### config.mk
export PLATFORM = sky130hd
export DESIGN_NAME = cardclk_gen
export DESIGN_NICKNAME = d
export VERILOG_FILES = /design/src/rtl/cardclk_pkg.sv /design/src/rtl/cardclk_regs.sv /design/src/rtl/cardclk_stab.sv /design/src/rtl/cardclk_divsel.sv /design/src/rtl/cardclk_divgen.sv /design/src/rtl/cardclk_gen.sv
export SDC_FILE = /design/constraint.sdc
export NUM_CORES = 1
export LEC_CHECK = 0
export BUFFER_PORTS_ARGS = -buffer_cell sky130_fd_sc_hd__buf_4
export CAP_MARGIN = 15
export CORE_ASPECT_RATIO = 2
export CORE_UTILIZATION = 55
export CTS_CLUSTER_DIAMETER = 120
export DETAILED_ROUTE_END_ITERATION = 12
export HOLD_SLACK_MARGIN = 0.12
export PLACE_DENSITY = 0.78
export SKIP_CTS_REPAIR_TIMING = 1
export SYNTH_ARGS = -nofsm -noshare
export SYNTH_HDL_FRONTEND = slang
export SYNTH_HIERARCHICAL = 1
export SYNTH_SLANG_ARGS = --single-unit
### constraint.sdc
create_clock -name clk_base -period 3.4 [get_ports clk_base]
set_input_delay 0.34 -clock clk_base [delete_from_list [all_inputs] [get_ports clk_base]]
set_output_delay 0.34 -clock clk_base [all_outputs]
set_load 0.03 [all_outputs]
### src/rtl/cardclk_pkg.sv
package cardclk_pkg;
   localparam int CTRL_W      = 16;
   localparam int DIV_LO_W    = 8;
   localparam int DIV_HI_W    = 2;
   localparam int DIV_W       = DIV_LO_W + DIV_HI_W;
   // bit positions of the control word; the divisor split is decoded by the generator
   localparam int POS_INT_EN  = 0;
   localparam int POS_STABLE  = 1;
   localparam int POS_CARD_EN = 2;
   localparam int POS_DIV_HI  = 6;
   localparam int POS_DIV_LO  = 8;
endpackage

### src/rtl/cardclk_regs.sv
module cardclk_regs
   import cardclk_pkg::*;
(
   input  logic                clk,
   input  logic                rst_n,
   input  logic                wr_en,
   input  logic [CTRL_W-1:0]   wr_data,
   input  logic                stable_in,
   output logic                int_en,
   output logic                card_en,
   output logic [DIV_LO_W-1:0] div_lo,
   output logic [DIV_HI_W-1:0] div_hi,
   output logic [CTRL_W-1:0]   rd_data
);
   always_ff @(posedge clk or negedge rst_n) begin
      if (!rst_n) begin
         int_en  <= 1'b0;
         card_en <= 1'b0;
         div_lo  <= '0;
         div_hi  <= '0;
      end else if (wr_en) begin
         int_en  <= wr_data[POS_INT_EN];
         card_en <= wr_data[POS_CARD_EN];
         div_lo  <= wr_data[POS_DIV_LO +: DIV_LO_W];
         div_hi  <= wr_data[POS_DIV_HI +: DIV_HI_W];
      end
   end

   always_comb begin
      rd_data                           = '0;
      rd_data[POS_INT_EN]               = int_en;
      rd_data[POS_STABLE]               = stable_in;
      rd_data[POS_CARD_EN]              = card_en;
      rd_data[POS_DIV_HI +: DIV_HI_W]   = div_hi;
      rd_data[POS_DIV_LO +: DIV_LO_W]   = div_lo;
   end
endmodule

### src/rtl/cardclk_stab.sv
module cardclk_stab #(
   parameter int STABLE_CYCLES = 8
) (
   input  logic clk,
   input  logic rst_n,
   input  logic en,
   output logic stable
);
   localparam int CW = $clog2(STABLE_CYCLES + 1);

   logic [CW-1:0] cnt;
   logic          st_q;

   always_ff @(posedge clk or negedge rst_n) begin
      if (!rst_n) begin
         cnt  <= '0;
         st_q <= 1'b0;
      end else if (!en) begin
         cnt  <= '0;
         st_q <= 1'b0;
      end else if (!st_q) begin
         cnt <= cnt + CW'(1);
         if (cnt == CW'(STABLE_CYCLES - 1))
            st_q <= 1'b1;
      end
   end

   // falls in the same cycle the enable is cleared
   assign stable = st_q & en;
endmodule

### src/rtl/cardclk_divsel.sv
module cardclk_divsel
   import cardclk_pkg::*;
#(
   parameter bit LEGACY_EN = 1'b1
) (
   input  logic                ext_mode,
   input  logic [DIV_LO_W-1:0] div_lo,
   input  logic [DIV_HI_W-1:0] div_hi,
   output logic [DIV_W-1:0]    half
);
   generate
      if (LEGACY_EN) begin : g_dual
         logic [DIV_W-1:0] leg;
         always_comb begin
            leg = '0;
            for (int i = 0; i < DIV_LO_W; i++)
               if (div_lo[i]) leg = DIV_W'(1) << i;
         end
         assign half = ext_mode ? {div_hi, div_lo} : leg;
      end else begin : g_ext_only
         logic unused_mode;
         assign unused_mode = ext_mode;
         assign half = {div_hi, div_lo};
      end
   endgenerate
endmodule

### src/rtl/cardclk_divgen.sv
module cardclk_divgen
   import cardclk_pkg::*;
(
   input  logic             clk,
   input  logic             rst_n,
   input  logic             gate_on,
   input  logic [DIV_W-1:0] half_req,
   output logic             card_clk,
   output logic             div_lvl,
   output logic [DIV_W-1:0] half_run
);
   logic [DIV_W-1:0] h_cur;
   logic [DIV_W-1:0] cnt;
   logic             div_q;
   logic             idle_q;
   logic             byp_req;
   logic             byp_g;
   logic             last;

   assign last = (cnt == h_cur - DIV_W'(1));

   always_ff @(posedge clk or negedge rst_n) begin
      if (!rst_n) begin
         h_cur   <= '0;
         cnt     <= '0;
         div_q   <= 1'b0;
         idle_q  <= 1'b1;
         byp_req <= 1'b0;
      end else if (div_q) begin
         if (last) begin
            div_q <= 1'b0;
            cnt   <= '0;
         end else begin
            cnt <= cnt + DIV_W'(1);
         end
      end else if (idle_q || (h_cur == '0) || last) begin
         // end of a low phase: the only point where the divisor is reloaded
         h_cur <= half_req;
         cnt   <= '0;
         if (gate_on) begin
            idle_q <= 1'b0;
            if (half_req == '0) begin
               byp_req <= 1'b1;
            end else begin
               byp_req <= 1'b0;
               div_q   <= 1'b1;
            end
         end else begin
            idle_q  <= 1'b1;
            byp_req <= 1'b0;
         end
      end else begin
         cnt <= cnt + DIV_W'(1);
      end
   end

   // pass-through gate moves only while the base clock is low
   always_ff @(negedge clk or negedge rst_n) begin
      if (!rst_n) byp_g <= 1'b0;
      else        byp_g <= byp_req;
   end

   assign card_clk = div_q | (clk & byp_g);
   assign div_lvl  = div_q;
   assign half_run = h_cur;
endmodule

### src/rtl/cardclk_gen.sv
module cardclk_gen
   import cardclk_pkg::*;
#(
   parameter int STABLE_CYCLES = 8,
   parameter bit LEGACY_EN     = 1'b1
) (
   input  logic              clk_base,
   input  logic              rst_n,
   input  logic              ext_mode,
   input  logic              wr_en,
   input  logic [CTRL_W-1:0] wr_data,
   output logic [CTRL_W-1:0] rd_data,
   output logic              card_clk
);
   generate
      if (STABLE_CYCLES < 1) begin : g_bad_stable
         $error("cardclk_gen: STABLE_CYCLES must be at least 1");
      end
      if (POS_DIV_LO + DIV_LO_W > CTRL_W) begin : g_bad_layout
         $error("cardclk_gen: divisor field exceeds control width");
      end
   endgenerate

   logic                int_en;
   logic                card_en;
   logic                stable;
   logic                gate_on;
   logic [DIV_LO_W-1:0] div_lo;
   logic [DIV_HI_W-1:0] div_hi;
   logic [DIV_W-1:0]    half_req;
   logic [DIV_W-1:0]    half_run;
   logic                div_lvl;

   cardclk_regs u_regs (
      .clk       (clk_base),
      .rst_n     (rst_n),
      .wr_en     (wr_en),
      .wr_data   (wr_data),
      .stable_in (stable),
      .int_en    (int_en),
      .card_en   (card_en),
      .div_lo    (div_lo),
      .div_hi    (div_hi),
      .rd_data   (rd_data)
   );

   cardclk_stab #(.STABLE_CYCLES(STABLE_CYCLES)) u_stab (
      .clk    (clk_base),
      .rst_n  (rst_n),
      .en     (int_en),
      .stable (stable)
   );

   cardclk_divsel #(.LEGACY_EN(LEGACY_EN)) u_divsel (
      .ext_mode (ext_mode),
      .div_lo   (div_lo),
      .div_hi   (div_hi),
      .half     (half_req)
   );

   assign gate_on = stable & card_en;

   cardclk_divgen u_divgen (
      .clk      (clk_base),
      .rst_n    (rst_n),
      .gate_on  (gate_on),
      .half_req (half_req),
      .card_clk (card_clk),
      .div_lvl  (div_lvl),
      .half_run (half_run)
   );
endmodule

# --- Word-level counts from Yosys, hierarchy flattened ---
# Index checks and enable logic that the tools add are counted.
word_totals:
  reg_bits: 41
  out_inout_bits: 17
  word_cells: 53
op_classes:
  add_sub_neg: 3
  eq_ne: 3
  muxes: 25
  bitwise: 5
  n_reduce_logical: 5
op_table:
  columns: ["op", "n"]
  rows:
  - ["two-way mux 10 bit", 4]
  - ["logical NOT 10 bit", 2]
  - ["two-way mux 1 bit", 12]
  - ["two-way mux 4 bit", 3]
  - ["adder 10 x 1 -> 10 bit (second input constant)", 1]
  - ["== test 10 bit", 1]
  - ["subtractor 10 x 1 -> 10 bit (second input constant)", 1]
  - ["two-way mux 8 bit", 1]
  - ["two-way mux 7 bit", 1]
  - ["two-way mux 6 bit", 1]
  - ["two-way mux 5 bit", 1]
  - ["adder 4 x 1 -> 4 bit (second input constant)", 1]
  - ["== test 4 x 3 -> 1 bit (second input constant)", 1]
  - ["AND 1 bit", 3]
  - ["two-way mux 3 bit", 1]
  - ["logical OR 1 bit", 2]
  - ["two-way mux 2 bit", 1]
  - ["!= test 2 bit (second input constant)", 1]
  - ["AND reduction 2 bit", 1]
  - ["NOT 1 bit", 1]
  - ["bitwise OR 1 bit", 1]

# --- Longest topological paths before layout ---
# Gate-level depths: netlist (run 1).
logic_depth:
  depth_word: 14
  ltp_mapped: 11
  depth_no_buf: 8

# --- Modules after synthesis ---
# The synthesis (run 1) kept the hierarchy.
by_module_without_submodules:
  columns: ["module", "instances", "cells_per_inst", "area_each_um2", "seq_area_each_um2"]
  rows:
  - ["cardclk_divgen", 1, 206, 1760.4, 601.8]
  - ["cardclk_regs", 1, 42, 608.1, 300.3]
  - ["cardclk_stab", 1, 20, 236.5, 125.1]
  - ["cardclk_divsel", 1, 18, 137.6, 0.0]
  - ["cardclk_gen", 1, 1, 6.3, 0.0]

==> results of run 1 <==
[flip-flops by register name (all words and copies together) (netlist names)]
name and cells:
u_divgen/byp_g 1, u_divgen/half_run 10, u_divgen/idle_q 1, u_stab/cnt 4, u_stab/st_q 1, u_regs/div_hi 2
u_divgen/cnt 10, u_regs/card_en 1, u_regs/div_lo 8, u_divgen/div_lvl 1, u_regs/int_en 1, u_divgen/byp_req 1
[how the worst max path moves through the flow]
| stage | cells after the start | endpoint | slack, ns | start |
|---|---|---|---|---|
| 3_3_place_gp | 9 | u_divgen/byp_req | 0.68 | u_divgen/half_run[0] |
| 2_1_floorplan | 1 | card_clk | 0.74 | u_divgen/byp_g |
| 6_report | 2 | card_clk | 0.30 | u_divgen/byp_g |
| 5_1_grt | 2 | card_clk | 0.26 | u_divgen/byp_g |
| 4_1_cts | 2 | card_clk | 0.28 | u_divgen/byp_g |
| 3_5_place_dp | 9 | u_divgen/byp_req | 0.64 | u_divgen/half_run[0] |
[routing by layer]
metal | share of wire (%) | up-vias
met1 | 37 | 1035
met3 | 3.1 | 21
met2 | 55 | 57
li1 | - | 1030
met5 | 0 | -
met4 | 4.3 | 0
[per-stage QoR]
step / total power [W] / cells / area (µm²) / hold slack [ns]
2_1_floorplan: 0.000656 / 289 / 2760 / 0.0444
3_3_place_gp: 0.000688 / 346 / 2850 / 0.498
3_5_place_dp: 0.000691 / 346 / 2850 / 0.493
4_1_cts: 0.00125 / 357 / 3020 / 0.0559
5_1_grt: 0.00129 / 358 / 3030 / 0.148
6_report: 0.00124 / 358 / 3030 / 0.156
[power groups by stage]
stage         Sequential [W]  Combinational [W]  Clock, W
finish              0.000535           0.000147  0.000562
global route        0.000538           0.000160  0.000590
CTS                 0.000536           0.000147  0.000572
[critical path, delay by kind of cell (launching register included)]
kind / cells / cell delay, ns
flip-flops: 1 / 0.39
AO/OA/AOI/OAI: 1 / 0.10
buffers and inverters: 1 / 0.15
[Yosys cell counts, drive strengths merged, types with 2 or more instances]
master	instances	area, µm²
dfrtp	39	976
nor2	20	77.6
a22o	3	26.3
nand2	19	71.3
ha	4	50.1
or3	7	48.8
nor4	4	40.0
nand3	17	85.1
a31oi	3	18.8
nand4	2	12.5
o21a	4	30.0
o311ai	4	35.0
a221oi	9	78.8
nor2b	8	50.1
nand2b	11	68.8
a21o	2	15.0
inv	5	18.8
and2	11	70.1
xnor2	15	131
mux2	13	184
nor4b	2	23.8
xor2	8	70.1
or4	3	22.5
nor3b	3	22.5
buf	26	198
a21oi	4	20.0
o21ai	5	25.0
nor3	14	81.3
nand4b	3	26.3
clkbuf	6	22.5
[logic make-up (layout without fill, tap and decap cells)]
kind of cell | count (synthesis) | count (layout) | share of synthesized area (%)
compound gates | 41 | 41 | 11.7
xor+xnor | 23 | 23 | 7.33
simple gates | 126 | 126 | 25.9
fa+ha+maj | 4 | 4 | 1.82
other cells | 1 | 3 | 0.136
mux | 14 | 14 | 7.05
flops | 41 | 41 | 37.4
buf+inv | 37 | 49 | 8.69
[area by class of cell]
type	count	share of cell area [%]
Sequential cell	41	33.9
Clock inverter	3	2.15
Multi-Input combinational cell	211	49.1
Inverter	5	0.619
Timing Repair Buffer	32	8.00
Tap cell	57	2.35
Clock buffer	9	3.88
==> flow_summary.toml, run 1 <==
[floorplan]
die-height_um = 102
rows = 36
core-area_um2 = 4820
die-area_um2 = 5300
pin_count = 37
die_w_um = 52.0
start_util_pct = 57.0

[clocking]
cts_tree = "yes"
clk_pin_slew_ns = 0.08
worstSkewPairLatency_ns = 0.42

[global_routing]
grtUsageMet1_pct = 23.5
grt_start_max_net_pins = 41
grt-busiest-layer = "met2"
grtUsageMet2_pct = 42.8
grt_use_total_pct = 24.2
overflow = 0
grt_pass1_wl_mm = 9.45
grt_pass1_vias = 2171
antenna_found_initial = 0
grtUsageMet3_pct = 4.32

[route]
wl_per_cell_um = 15.3
drc_errors = 0
vias = 2143
drt-vias-per-instance = 5.99
antenna_left = 0
drt_pass1_iterations = 4
drt_iter0_markers = 40
wl_mm = 5.49

[setup_path]
cp-end-kind = "output pin"
path_cells = "a21o_1 > buf_4"
cp.required_ns = 3.06
rr_endpoint = "u_divgen/byp_req"
path_class = "flip-flop to output pin"
reg2reg_depth = 9
worstReg2RegStart = "u_divgen/half_run[0]"
cp_max_fo = 1
start_kind = "flip-flop"
cp_data_arrival_time_ns = 2.76
cp_slowest_cell = "dfrtn_1"
r2r_setup_slack_ns = 0.53
max_stage_delay_ns = 0.39

[layout]
final_common_cell = "dfrtp_1"
seqCellArea_um2 = 1030
multi_input_area_um2 = 1490
fin_util_pct = 62.9
area_growth_pct = 10.3
fin_nets = 324
drive_gt1_share_pct = 21.6
diodes = 0
layout_common_cells = "dfrtp_1 (39), buf_4 (32), nand2_1 (19), nor2_1 (19), nand3_1 (17)"
fillers = 395

[hold_path]
worstHoldStart = "wr_data[0]"
min_to = "u_regs/int_en"
hold_depth = 2
hold_class = "primary input to flip-flop"

[timing]
worst_pin_slew_ns = 0.831
slew_headroom_pct = 44.6
finClkSkew_ns = 0.0146
fin_ws_ns = 0.296
hold_violations = 0
setup_viol = 0
maxSlewViolCount = 0
rsz0062_at_grt = "false"
setup_tns_ns = 0

[logic_synthesis]
yosys_warnings = 6
synth_cell_types = 52
synth_edf_count = 0
synth_cells = 287
async_flop_share_pct = 100
ys.flop_type = "dfrtp_1"
ys_seq_area_share_pct = 37.4
syn_area_um2 = 2750
synth-seq-cells = 41
postSynthAreaPerCell_um2 = 9.58

[placed_design]
dp_slack_ns = 0.641
gp_congestion = 0.833
hpwl_mm = 3.98
port_buffers = 29

[status]
outcome = "finished, final reports clean"

[pwr]
p_int_w = 0.000944
p_leak_nw = 1.26
p_per_area_nw_per_um2 = 410
swShare_pct = 24.1
switching_power_w = 0.000299
ir_drop_mv = 0.391
clockPowerShare_pct = 45.2
combPwrFrac_pct = 11.8
pwr-share-seq_pct = 43.0

[job]
drv_cap = 0
(Power assumes the default switching activity.)
==> run 2: changes to the inputs <==
--- a/config.mk
+++ b/config.mk
@@ -12,7 +12,7 @@
 export CTS_CLUSTER_DIAMETER = 120
 export DETAILED_ROUTE_END_ITERATION = 12
 export HOLD_SLACK_MARGIN = 0.12
-export PLACE_DENSITY = 0.78
+export PLACE_DENSITY = 0.77
 export SKIP_CTS_REPAIR_TIMING = 1
 export SYNTH_ARGS = -nofsm -noshare
 export SYNTH_HDL_FRONTEND = slang
==> constraint.sdc (replaced) <==
create_clock -name clk_base -period 3 [get_ports clk_base]
set_input_delay 0.3 -clock clk_base [delete_from_list [all_inputs] [get_ports clk_base]]
set_output_delay 0.3 -clock clk_base [all_outputs]
set_load 0.03 [all_outputs]
==> flow_summary.toml, run 2 (synthesis gave the netlist of run 1 again) <==
[status]
outcome = "finished, final reports clean"

[setup_path]
path_cells = "a21o_1 > buf_6"
cp.required_ns = 2.70
cp_max_fo = 1
cp-end-kind = "output pin"
cpLargestDelayFamily = "flip-flops"
critPathBufInv = 1
start_kind = "flip-flop"
cp_data_arrival_time_ns = 2.68
path_class = "flip-flop to output pin"
max_stage_delay_ns = 0.40
cp_slowest_cell = "dfrtn_1"

[pwr]
clockPowerShare_pct = 42.3
p_int_w = 0.00101
pwr-share-seq_pct = 45.3
switching_power_w = 0.000326
p_leak_nw = 1.27
p_per_area_nw_per_um2 = 439
swShare_pct = 24.4
ir_drop_mv = 0.338
combPwrFrac_pct = 12.3

[timing]
maxSlewViolCount = 0
worst_pin_slew_ns = 0.805
finClkSkew_ns = 0.0180
fin_ws_ns = 0.0235
setup_viol = 0
rsz0062_at_grt = "true"
slew_headroom_pct = 46.3
hold_violations = 0

[global_routing]
grt_pass1_wl_mm = 9.40
overflow = 0
grt_use_total_pct = 24.3
antenna_found_initial = 0
grt_start_max_net_pins = 41
grt_pass1_vias = 2108

[layout]
area_growth_pct = 10.8
final_common_cell = "dfrtp_1"
layout_common_cells = "dfrtp_1 (39), buf_4 (34), nand2_1 (19), nor2_1 (19), nand3_1 (17)"
diodes = 0
fin_nets = 327
drive_gt1_share_pct = 22.4
final_area_um2 = 3050
fillers = 399

[clocking]
worstSkewPairLatency_ns = 0.41
cts_tree = "yes"
clk_pin_slew_ns = 0.08

[job]
drv_cap = 0

[floorplan]
die-height_um = 102
pin_count = 37
start_util_pct = 57.0
die-area_um2 = 5300
rows = 36
core-area_um2 = 4820
die_w_um = 52.0

[route]
wl_mm = 5.54
wl_per_cell_um = 15.3
drt-vias-per-instance = 5.92
drc_errors = 0
antenna_left = 0
vias = 2136
drt_iter0_markers = 48
drt_pass1_iterations = 4

[placed_design]
hpwl_mm = 3.99
gp_congestion = 0.797
dp_slack_ns = 0.530
placed_area_um2 = 2870
port_buffers = 29

[hold_path]
hold_class = "primary input to flip-flop"
run 2: layout make-up:
class	count	area, µm²	share of cell area (%)
clock buffers	10	135	4.44
flip-flops and latches	41	1030	33.7
repair buffers	35	265	8.71
clock inverters	2	37.5	1.23
well taps	57	71.3	2.34
multi-input cells	211	1490	48.9
inverters	5	18.8	0.616
run 2: per-layer routing:
layer | GRT usage [%] | share of wire [%] | up-vias
met1 | 23.6 | 37 | 1040
met3 | 4.61 | 2.8 | 17
li1 | - | - | 1029
met5 | 0 | 0 | -
met2 | 41.9 | 55 | 50
met4 | 21.2 | 5.2 | 0
run 2: worst register-to-register path, stage by stage (launching register included):
cell and delay (ns):
dfrtp_1 0.46, inv_1 0.11, ha_1 0.25, nor3b_1 0.21, buf_4 0.17, a21oi_1 0.08, nor4b_2 0.22, nand4b_1 0.12
buf_4 0.23, or4_1 0.50, nand3_1 0.09
run 2: power groups by stage:
stage	Sequential [W]	Combinational (W)	Clock, W
4_1_cts	0.000606	0.000165	0.000581
5_1_grt	0.000611	0.000178	0.000599
6_report	0.000606	0.000165	0.000566
run 2: path summary, 6_finish.rpt:
kind | from | slack [ns] | to | cells past startpoint
setup / recovery | u_divgen/byp_g | 0.02 | card_clk | 2
max in group asynchronous | rst_n | 1.30 | u_divgen/byp_g | 2
min in group asynchronous | rst_n | 0.50 | u_divgen/half_run[7] | 3
setup reg to reg | u_divgen/half_run[0] | 0.50 | u_divgen/div_lvl | 10
hold / removal | wr_data[14] | 0.13 | u_regs/div_lo[6] | 2
hold reg to reg | u_divgen/cnt[0] | 0.54 | u_divgen/cnt[0] | 1
run 2: per-stage QoR:
stage	total power (W)	hold WS [ns]	utilization [%]	TNS, ns	std cells
final	0.00134	0.127	63.2	0	361
after global routing	0.00139	0.121	63.2	-0.00573	361
after detailed placement	0.000782	0.412	59.6	0	349
after floorplan	0.000744	0.00441	-	0	289
after CTS	0.00135	-0.0163	62.9	-0.0248	360
after global placement	0.000777	0.401	59.6	0	349
